## src/rtl/tsweep_pkg.sv

```systemverilog
`timescale 1ns/1ps
// Package: shared parameters and types for the triangular-sweep PWM generator.
// Assumes PERIOD_LEN is a whole multiple of STEP_BITS.
package tsweep_pkg;
    // Clocks per PWM period (one bit per clock in the pattern).
    localparam int PERIOD_LEN = 20;
    // Pattern bits added or removed per duty step (2 of 20 = 10%).
    localparam int STEP_BITS  = 2;

    // Sweep direction level as seen on dir_o.
    typedef enum logic {
        DIR_DOWN = 1'b0,
        DIR_UP   = 1'b1
    } sweep_dir_e;
endpackage

```

## src/rtl/tsweep_phase.sv

```systemverilog
`timescale 1ns/1ps
// Module: tsweep_phase
// Tracks the clock position inside one PWM period and flags its last clock.
// Assumes: en_i freezes the position; synchronous active-low reset.
module tsweep_phase #(
    parameter int LEN = tsweep_pkg::PERIOD_LEN
) (
    input  logic clk,
    input  logic rst_n,
    input  logic en_i,
    output logic last_o
);
    localparam int PH_W = $clog2(LEN);
    localparam logic [PH_W-1:0] LAST_PH = PH_W'(LEN - 1);

    logic [PH_W-1:0] ph_q;

    // Advance the period position while enabled, wrapping after the last clock.
    always_ff @(posedge clk) begin
        if (!rst_n) begin
            ph_q <= '0;
        end else if (en_i) begin
            ph_q <= (ph_q == LAST_PH) ? '0 : ph_q + 1'b1;
        end
    end

    assign last_o = (ph_q == LAST_PH);


    phase_wrap_chk: assert property (@(posedge clk) disable iff (!rst_n)
        (en_i && last_o) |=> (ph_q == '0));


    phase_range_chk: assert property (@(posedge clk) disable iff (!rst_n)
        ph_q <= LAST_PH);
endmodule

```

## src/rtl/tsweep_sync.sv

```systemverilog
`timescale 1ns/1ps
// Module: tsweep_sync
// Issues the one-clock step strobe at the last clock of each period and keeps
// the up/down direction level, turning it when the pattern is full or empty.
// Assumes: full_i/empty_i come from the shadow pattern register.
module tsweep_sync (
    input  logic clk,
    input  logic rst_n,
    input  logic en_i,
    input  logic last_i,
    input  logic full_i,
    input  logic empty_i,
    output logic step_o,
    output logic dir_o
);
    import tsweep_pkg::*;

    sweep_dir_e dir_q;

    // Strobe only while running, so a paused sweep never steps.
    assign step_o = en_i && last_i;

    // Turn the sweep at the top and bottom of the ramp; hold while paused.
    always_ff @(posedge clk) begin
        if (!rst_n) begin
            dir_q <= DIR_UP;
        end else if (en_i) begin
            if (full_i) begin
                dir_q <= DIR_DOWN;
            end else if (empty_i) begin
                dir_q <= DIR_UP;
            end
        end
    end

    assign dir_o = (dir_q == DIR_UP);


    step_single_chk: assert property (@(posedge clk) disable iff (!rst_n)
        step_o |=> !step_o);


    dir_top_chk: assert property (@(posedge clk) disable iff (!rst_n)
        (en_i && full_i) |=> !dir_o);


    dir_bot_chk: assert property (@(posedge clk) disable iff (!rst_n)
        (en_i && empty_i) |=> dir_o);


    dir_freeze_chk: assert property (@(posedge clk) disable iff (!rst_n)
        !en_i |=> $stable(dir_o));
endmodule

```

## src/rtl/tsweep_wave.sv

```systemverilog
`timescale 1ns/1ps
// Module: tsweep_wave
// Holds the duty pattern as a thermometer code in a shadow register, grows or
// shrinks it by STEP_BITS on each strobe, and rotates a copy one bit per clock
// to drive the output. The copy reloads only on the strobe (period boundary).
// Assumes: step_i is high only on the last clock of a period.
module tsweep_wave #(
    parameter int LEN  = tsweep_pkg::PERIOD_LEN,
    parameter int STEP = tsweep_pkg::STEP_BITS
) (
    input  logic clk,
    input  logic rst_n,
    input  logic en_i,
    input  logic step_i,
    input  logic dir_i,
    output logic pwm_o,
    output logic full_o,
    output logic empty_o
);
    logic [LEN-1:0] shadow_q;
    logic [LEN-1:0] rot_q;
    logic [LEN-1:0] grow_w;
    logic [LEN-1:0] shrink_w;
    logic [LEN-1:0] next_w;

    // Build the grown and shrunk thermometer patterns bit by bit.
    for (genvar i = 0; i < LEN; i++) begin : g_bits
        if (i < STEP) begin : g_fill
            assign grow_w[i] = 1'b1;
        end else begin : g_move_up
            assign grow_w[i] = shadow_q[i-STEP];
        end
        if (i + STEP < LEN) begin : g_move_dn
            assign shrink_w[i] = shadow_q[i+STEP];
        end else begin : g_clear
            assign shrink_w[i] = 1'b0;
        end
    end

    assign next_w = dir_i ? grow_w : shrink_w;

    // Update the stored duty pattern once per period on the strobe.
    always_ff @(posedge clk) begin
        if (!rst_n) begin
            shadow_q <= '0;
        end else if (en_i && step_i) begin
            shadow_q <= next_w;
        end
    end

    // Rotate the output copy each clock; reload it at the period boundary.
    always_ff @(posedge clk) begin
        if (!rst_n) begin
            rot_q <= '0;
        end else if (en_i) begin
            rot_q <= step_i ? next_w : {rot_q[0], rot_q[LEN-1:1]};
        end
    end

    assign pwm_o   = rot_q[0];
    assign full_o  = &shadow_q;
    assign empty_o = ~|shadow_q;


    shadow_hold_chk: assert property (@(posedge clk) disable iff (!rst_n)
        !(en_i && step_i) |=> $stable(shadow_q));


    rot_freeze_chk: assert property (@(posedge clk) disable iff (!rst_n)
        !en_i |=> $stable(rot_q));


    thermo_chk: assert property (@(posedge clk) disable iff (!rst_n)
        (shadow_q & (shadow_q + {{(LEN-1){1'b0}}, 1'b1})) == '0);


    top_reload_chk: assert property (@(posedge clk) disable iff (!rst_n)
        (en_i && step_i && full_o) |=> ($countones(rot_q) >= LEN - STEP));
endmodule

```

## src/rtl/tsweep_pwm.sv

```systemverilog
`timescale 1ns/1ps
// Module: tsweep_pwm (top)
// Triangular-sweep PWM: the duty cycle rises 0%..100% and falls back in fixed
// steps, one step per PWM period, built from shift registers only.
// Assumes: en and rst_n are synchronous to clk.
module tsweep_pwm #(
    parameter int PERIOD_LEN = tsweep_pkg::PERIOD_LEN,
    parameter int STEP_BITS  = tsweep_pkg::STEP_BITS
) (
    input  logic clk,
    input  logic rst_n,
    input  logic en,
    output logic pwm_o,
    output logic step_o,
    output logic dir_o
);
    logic last_w;
    logic full_w;
    logic empty_w;

    // Period position tracker.
    tsweep_phase #(.LEN(PERIOD_LEN)) phase_i (
        .clk    (clk),
        .rst_n  (rst_n),
        .en_i   (en),
        .last_o (last_w)
    );

    // Step strobe and direction level.
    tsweep_sync sync_i (
        .clk     (clk),
        .rst_n   (rst_n),
        .en_i    (en),
        .last_i  (last_w),
        .full_i  (full_w),
        .empty_i (empty_w),
        .step_o  (step_o),
        .dir_o   (dir_o)
    );

    // Duty pattern storage and output rotation.
    tsweep_wave #(.LEN(PERIOD_LEN), .STEP(STEP_BITS)) wave_i (
        .clk     (clk),
        .rst_n   (rst_n),
        .en_i    (en),
        .step_i  (step_o),
        .dir_i   (dir_o),
        .pwm_o   (pwm_o),
        .full_o  (full_w),
        .empty_o (empty_w)
    );
endmodule

```

## config.mk

```make
export PLATFORM = sky130hd
export DESIGN_NAME = tsweep_pwm
export DESIGN_NICKNAME = d
export VERILOG_FILES = /design/src/rtl/tsweep_pkg.sv /design/src/rtl/tsweep_phase.sv /design/src/rtl/tsweep_sync.sv /design/src/rtl/tsweep_wave.sv /design/src/rtl/tsweep_pwm.sv
export SDC_FILE = /design/constraint.sdc
export NUM_CORES = 1
export LEC_CHECK = 0
export ABC_AREA = 1
export BUFFER_PORTS_ARGS = -buffer_cell sky130_fd_sc_hd__buf_2
export CORE_ASPECT_RATIO = 0.5
export CORE_MARGIN = 2
export CORE_UTILIZATION = 35
export DETAILED_ROUTE_END_ITERATION = 7
export HOLD_SLACK_MARGIN = 0.08
export PLACE_DENSITY = 0.49
export SYNTH_ARGS = -nofsm -noshare
export SYNTH_HDL_FRONTEND = slang
export SYNTH_SLANG_ARGS = --single-unit
```

## constraint.sdc

```tcl
create_clock -name clk -period 1.5 [get_ports clk]
set_input_delay 0.075 -clock clk [delete_from_list [all_inputs] [get_ports clk]]
set_output_delay 0.075 -clock clk [all_outputs]
set_load 0.05 [all_outputs]
```

## After elaboration in Yosys (flattened, before gate mapping)

Cells that the tools add are included.

- $add $sub $neg: 1
- $mul: 0
- Div/mod/pow operators: 0
- Magnitude comparators: 0
- Equality and inequality tests: 2
- Shifts and indexed selects: 0
- Mux-type cells: 5
- Bitwise operators: 0
- Reductions and logical operators: 5

Operators with widths:

| cell | number |
|---|---|
| two-way mux 20 bit | 2 |
| AND reduction 20 bit | 1 |
| OR reduction 20 bit | 1 |
| adder 5 x 1 -> 5 bit (second input constant) | 1 |
| equality test 5 bit (second input constant) | 1 |
| two-way mux 5 bit | 1 |
| logical AND 1 bit | 2 |
| two-way mux 1 bit | 2 |
| != test 2 bit (second input constant) | 1 |
| AND reduction 2 bit | 1 |

- Bits in registers: 46
- Latch bits: 0
- RAM bits: 0
- Bits in read-only memories: 0
- Input port bits: 3
- Output and inout bits: 3
- Word-level logic and storage cells: 17
- Memories kept: 0

## Depth between registers and ports, before layout

- Word-level depth: 3
- Depth in mapped cells: 8
- Depth with buffers taken out: 8

## By module

Synthesis repeated with hierarchy kept, for this count alone.

- Cell total of the unflattened synthesis: 372
- Area total of the unflattened synthesis: 2,293.4 um^2

Modules (own cells, without submodules):

| module | times used | cells an instance | area an instance (um^2) | sequential area each (um^2) |
|---|---|---|---|---|
| tsweep_wave | 1 | 328 | 2,003.2 | 800.8 |
| tsweep_phase | 1 | 35 | 240.2 | 100.1 |
| tsweep_sync | 1 | 9 | 50.0 | 20.0 |

## Worst setup path after synthesis

No wires, ideal clock.

- Kind: flip-flop to flip-flop
- From: reg sync_i.dir_q, in the netlist sync_i.dir_o
- To: reg wave_i.rot_q[4]
- Setup time: 0.128 ns
- Data arrival time: 1.398 ns
- Data required time: 1.372 ns
- Path slack: -0.025 ns
- Cell stages (with the launch flop): 7
- Buffers on the path: 1
- Clock period less this slack: 1.525 ns
- Path through: dfxtp_1 inv_1 buf_2 a21boi_0 nor2_1 nor2_1 nor2_1

- Word-level cells in the longest chain between the ends: 2

RTL lines:

| element | line | text |
|---|---|---|
| start, declared | tsweep_sync.sv:18 | `sweep_dir_e dir_q;` |
| start signal, assigned | tsweep_sync.sv:26 | `dir_q <= DIR_UP;` |
| start signal, assigned | tsweep_sync.sv:29 | `dir_q <= DIR_DOWN;` |
| start signal, assigned | tsweep_sync.sv:31 | `dir_q <= DIR_UP;` |
| two-way mux 20 bit | tsweep_wave.sv:40 | `assign next_w = dir_i ? grow_w : shrink_w;` |
| two-way mux 20 bit | tsweep_wave.sv:56 | `rot_q <= step_i ? next_w : {rot_q[0], rot_q[LEN-1:1]};` |
| end signal, assigned | tsweep_wave.sv:56 |  |
| end, declared | tsweep_wave.sv:21 | `logic [LEN-1:0] rot_q;` |

Every way passes these cells.
A chain may end at the register's enable or synchronous reset.

## Final worst setup path

- From: reg phase_i.ph_q[0]
- To: out step_o

- Word-level cells in the longest chain between the ends: 2

RTL lines:

| element | line | text |
|---|---|---|
| start, declared | tsweep_phase.sv:16 | `logic [PH_W-1:0] ph_q;` |
| start signal, assigned | tsweep_phase.sv:23 | `ph_q <= (ph_q == LAST_PH) ? '0 : ph_q + 1'b1;` |
| equality test 5 bit | tsweep_phase.sv:27 | `assign last_o = (ph_q == LAST_PH);` |
| logical AND 1 bit | tsweep_sync.sv:21 | `assign step_o = en_i && last_i;` |
| end, declared | tsweep_pwm.sv:14 | `output logic step_o,` |

Every way passes these cells.

==> results.toml <==
[outcome]
outcome = "completed"

[hold_path]
worst_hold_startpoint = "rst_n"
min_to = "wave_i.shadow_q[19]"
hold_path.class = "input pin to register"
whs_path_depth = 3

[worst_setup_path]
max_stage_delay_ns = 0.36
path_cells = "ha_4 -> nand4_2 -> nor2_2 -> buf_6 -> buf_8"
crit_fanout = 3
crit_type = "register to primary output"
cp.arrival_ns = 1.31
worstReg2RegEnd = "wave_i.rot_q[0]"
worst-endpoint-required_ns = 1.42
start_kind = "register"
endpoint_kind = "primary output"
r2r_slack_ns = 0.14
critPathSlowestCell = "dfxtp_2"
r2r_start = "phase_i.ph_q[0]"
reg2reg_depth = 8

[clocking]
cts_made_buffers = 5
clockRootBuffer = "clkbuf_16"
cts_max_level = 2
hold_buffers = 0
cts.reportedPaths.clkPinSlew_ns = 0.06
cts_tree = "built"
cts_buffer_depth = 2
clock-sinks = 46
clock_latency_ns = 0.29

[pwr]
switchingPower_w = 0.000558
p_clk_frac = 0.479
p_int_w = 0.00211
p_leak_nw = 1.08
ir_worst_vdd_uv = 575
seqPwrFrac = 0.474
cellPowerDensity_nw_per_um2 = 1050
swShare = 0.209
p_comb_frac = 0.048

[logic_synthesis]
syn-cell-area_um2 = 2200
synth.distinct_cells = 32
ys_seq_elements = 46
ys_seq_area_frac = 0.419
synth_fp_nets = 324
netlist_instances = 320
synth_area_per_cell_um2 = 6.87
yosysWarnings = 0

[placed_design]
hpwl_um = 3910
dp_cells = 409
place.gp.congestion = 0.783
io_buffers = 5

[timing]
rsz0062_at_grt = "false"
maxSlewViolCount = 0
hold_viol_final = 0
max-slew-margin-rel = 0.706
worst_hold_slack_ns = 0.188
period_share = 0.925
setup_tns_ns = 0
worst_pin_slew_ns = 0.441
clock_skew_ns = 0.00481
max_freq_mhz = 720
setup_violations = 0
min_period_ns = 1.39

[global_route]
grt_pass1_vias = 1891
grt-ovfl-total = 0
antenna_found_initial = 0
grt_max_degree = 31
track_usage = 0.182
grt_pass1_wl_um = 9470

[die]
io_pins = 6
die_x_um = 116
die_height_um = 60.0
core_area_um2 = 6060
rows = 20
start_util = 0.363
die-area_um2 = 6970

[routing]
detail_route.wl_per_cell_um = 13.3
vias_per_cell = 4.78
firstDrtPassIters = 4
wl_um = 5580
ant_nets = 0
drtIter0Drc = 145
vias = 1998
drc_errors = 0

[layout]
fillCellCount = 656
drive_above_1_share = 0.127
multiInputGateArea_um2 = 1120
final_net_count = 334
area_delta_synth_final_pct = 15.3
layout_common_cells = "nand2_1 (111), dfxtp_1 (43), nor2_1 (39)"
finalNonFillerCells = 418
final_common_cell = "nand2_1"
n_antenna_cell = 0
final_util = 0.418
register_area_um2 = 925

[job]
drv_cap = 0
-- per-layer routing --
metal,track usage,part of all wire,vias up
met5,0,0,-
met4,0.0561,0.012,0
met3,0.0487,0.036,7
met2,0.262,0.38,28
met1,0.264,0.57,917
li1,-,-,1046
-- Yosys cell counts --
cell type	number	area [um^2]
inv_1	15	56.3
nor3_2	1	10.0
nand4_1	2	12.5
ha_1	1	12.5
buf_4	3	22.5
xor2_1	2	17.5
clkinv_1	1	3.75
dfxtp_1	46	921
o21a_1	1	7.51
nor2_1	39	146
nand3_2	1	10.0
a21oi_1	28	140
nor2_2	3	18.8
nand3b_1	1	7.51
xnor2_1	1	8.76
a21boi_0	4	30.0
nor3_4	1	16.3
o211ai_1	1	7.51
buf_6	2	22.5
nand2_1	111	417
inv_2	1	3.75
nand2_4	2	22.5
o21ai_0	17	85.1
nand4_2	1	12.5
buf_8	1	15.0
buf_2	4	20.0
nand2_2	1	6.26
a21oi_2	1	8.76
nor3_1	2	10.0
clkbuf_1	6	22.5
o22ai_1	2	12.5
nand3_1	18	90.1
-- timing repair --
item	in CTS	in global routing
resized for setup	5	3
setup buffers	2	0
pin swaps	0	0
setup endpoints to repair	1	16
-- sequential cells by signal (all words and copies together) (netlist names) --
register         count
phase_i.ph_q         5
wave_i.rot_q        20
wave_i.shadow_q     20
sync_i.dir_o         1
-- worst max-delay path: cells and delay by family, from the launching register on --
kind / cells / cell delay [ns]
adder cells (fa/ha/maj): 1 / 0.15
flip-flops: 1 / 0.36
AND/OR/NAND/NOR: 2 / 0.26
buffers and inverters: 2 / 0.26
-- kinds of logic after synthesis --
group                      after synthesis  synth area share
buffers and inverters                   33            0.0757
xor gates and xnor gates                 3            0.0120
adders and majority gates                1           0.00569
AOI/OAI and AO/OA                       54             0.133
and+or+nand+nor                        183             0.355
DFF                                     46             0.419
-- area by class of cell --
| class | count | share of cell area |
|---|---|---|
| well taps | 88 | 0.0435 |
| inverters | 17 | 0.0252 |
| repair buffers | 19 | 0.0568 |
| flip-flops and latches | 46 | 0.365 |
| clock buffers | 6 | 0.0548 |
| clock inverters | 1 | 0.0119 |
| multi-input cells | 241 | 0.443 |
-- power groups by stage --
stage | Combinational (W) | Sequential (W) | Clock, W
2_1_floorplan | 0.0000849 | 0.00129 | 0
3_3_place_gp | 0.000123 | 0.00129 | 0
4_1_cts | 0.000126 | 0.00126 | 0.00131
5_1_grt | 0.000144 | 0.00127 | 0.00136
3_5_place_dp | 0.000125 | 0.00129 | 0
6_report | 0.000127 | 0.00126 | 0.00128
-- worst max path at each step --
stage / start / end / slack (ns)
after floorplan: phase_i.ph_q[0] / wave_i.shadow_q[14] / 0.16
after global placement: phase_i.ph_q[1] / wave_i.rot_q[3] / 0.11
after detailed placement: phase_i.ph_q[0] / wave_i.shadow_q[10] / 0.06
after CTS: phase_i.ph_q[0] / step_o / 0.02
after global routing: phase_i.ph_q[0] / wave_i.rot_q[0] / 0.04
final: phase_i.ph_q[0] / step_o / 0.11
-- per-stage QoR --
step | area, um^2 | setup WS (ns) | total power, W
2_1_floorplan | 2200 | 0.164 | 0.00137
4_1_cts | 2520 | 0.0241 | 0.00270
6_report | 2530 | 0.112 | 0.00267
5_1_grt | 2530 | 0.0365 | 0.00277
3_5_place_dp | 2320 | 0.0602 | 0.00141
3_3_place_gp | 2320 | 0.110 | 0.00141
Power figures use the tool's default switching activity.
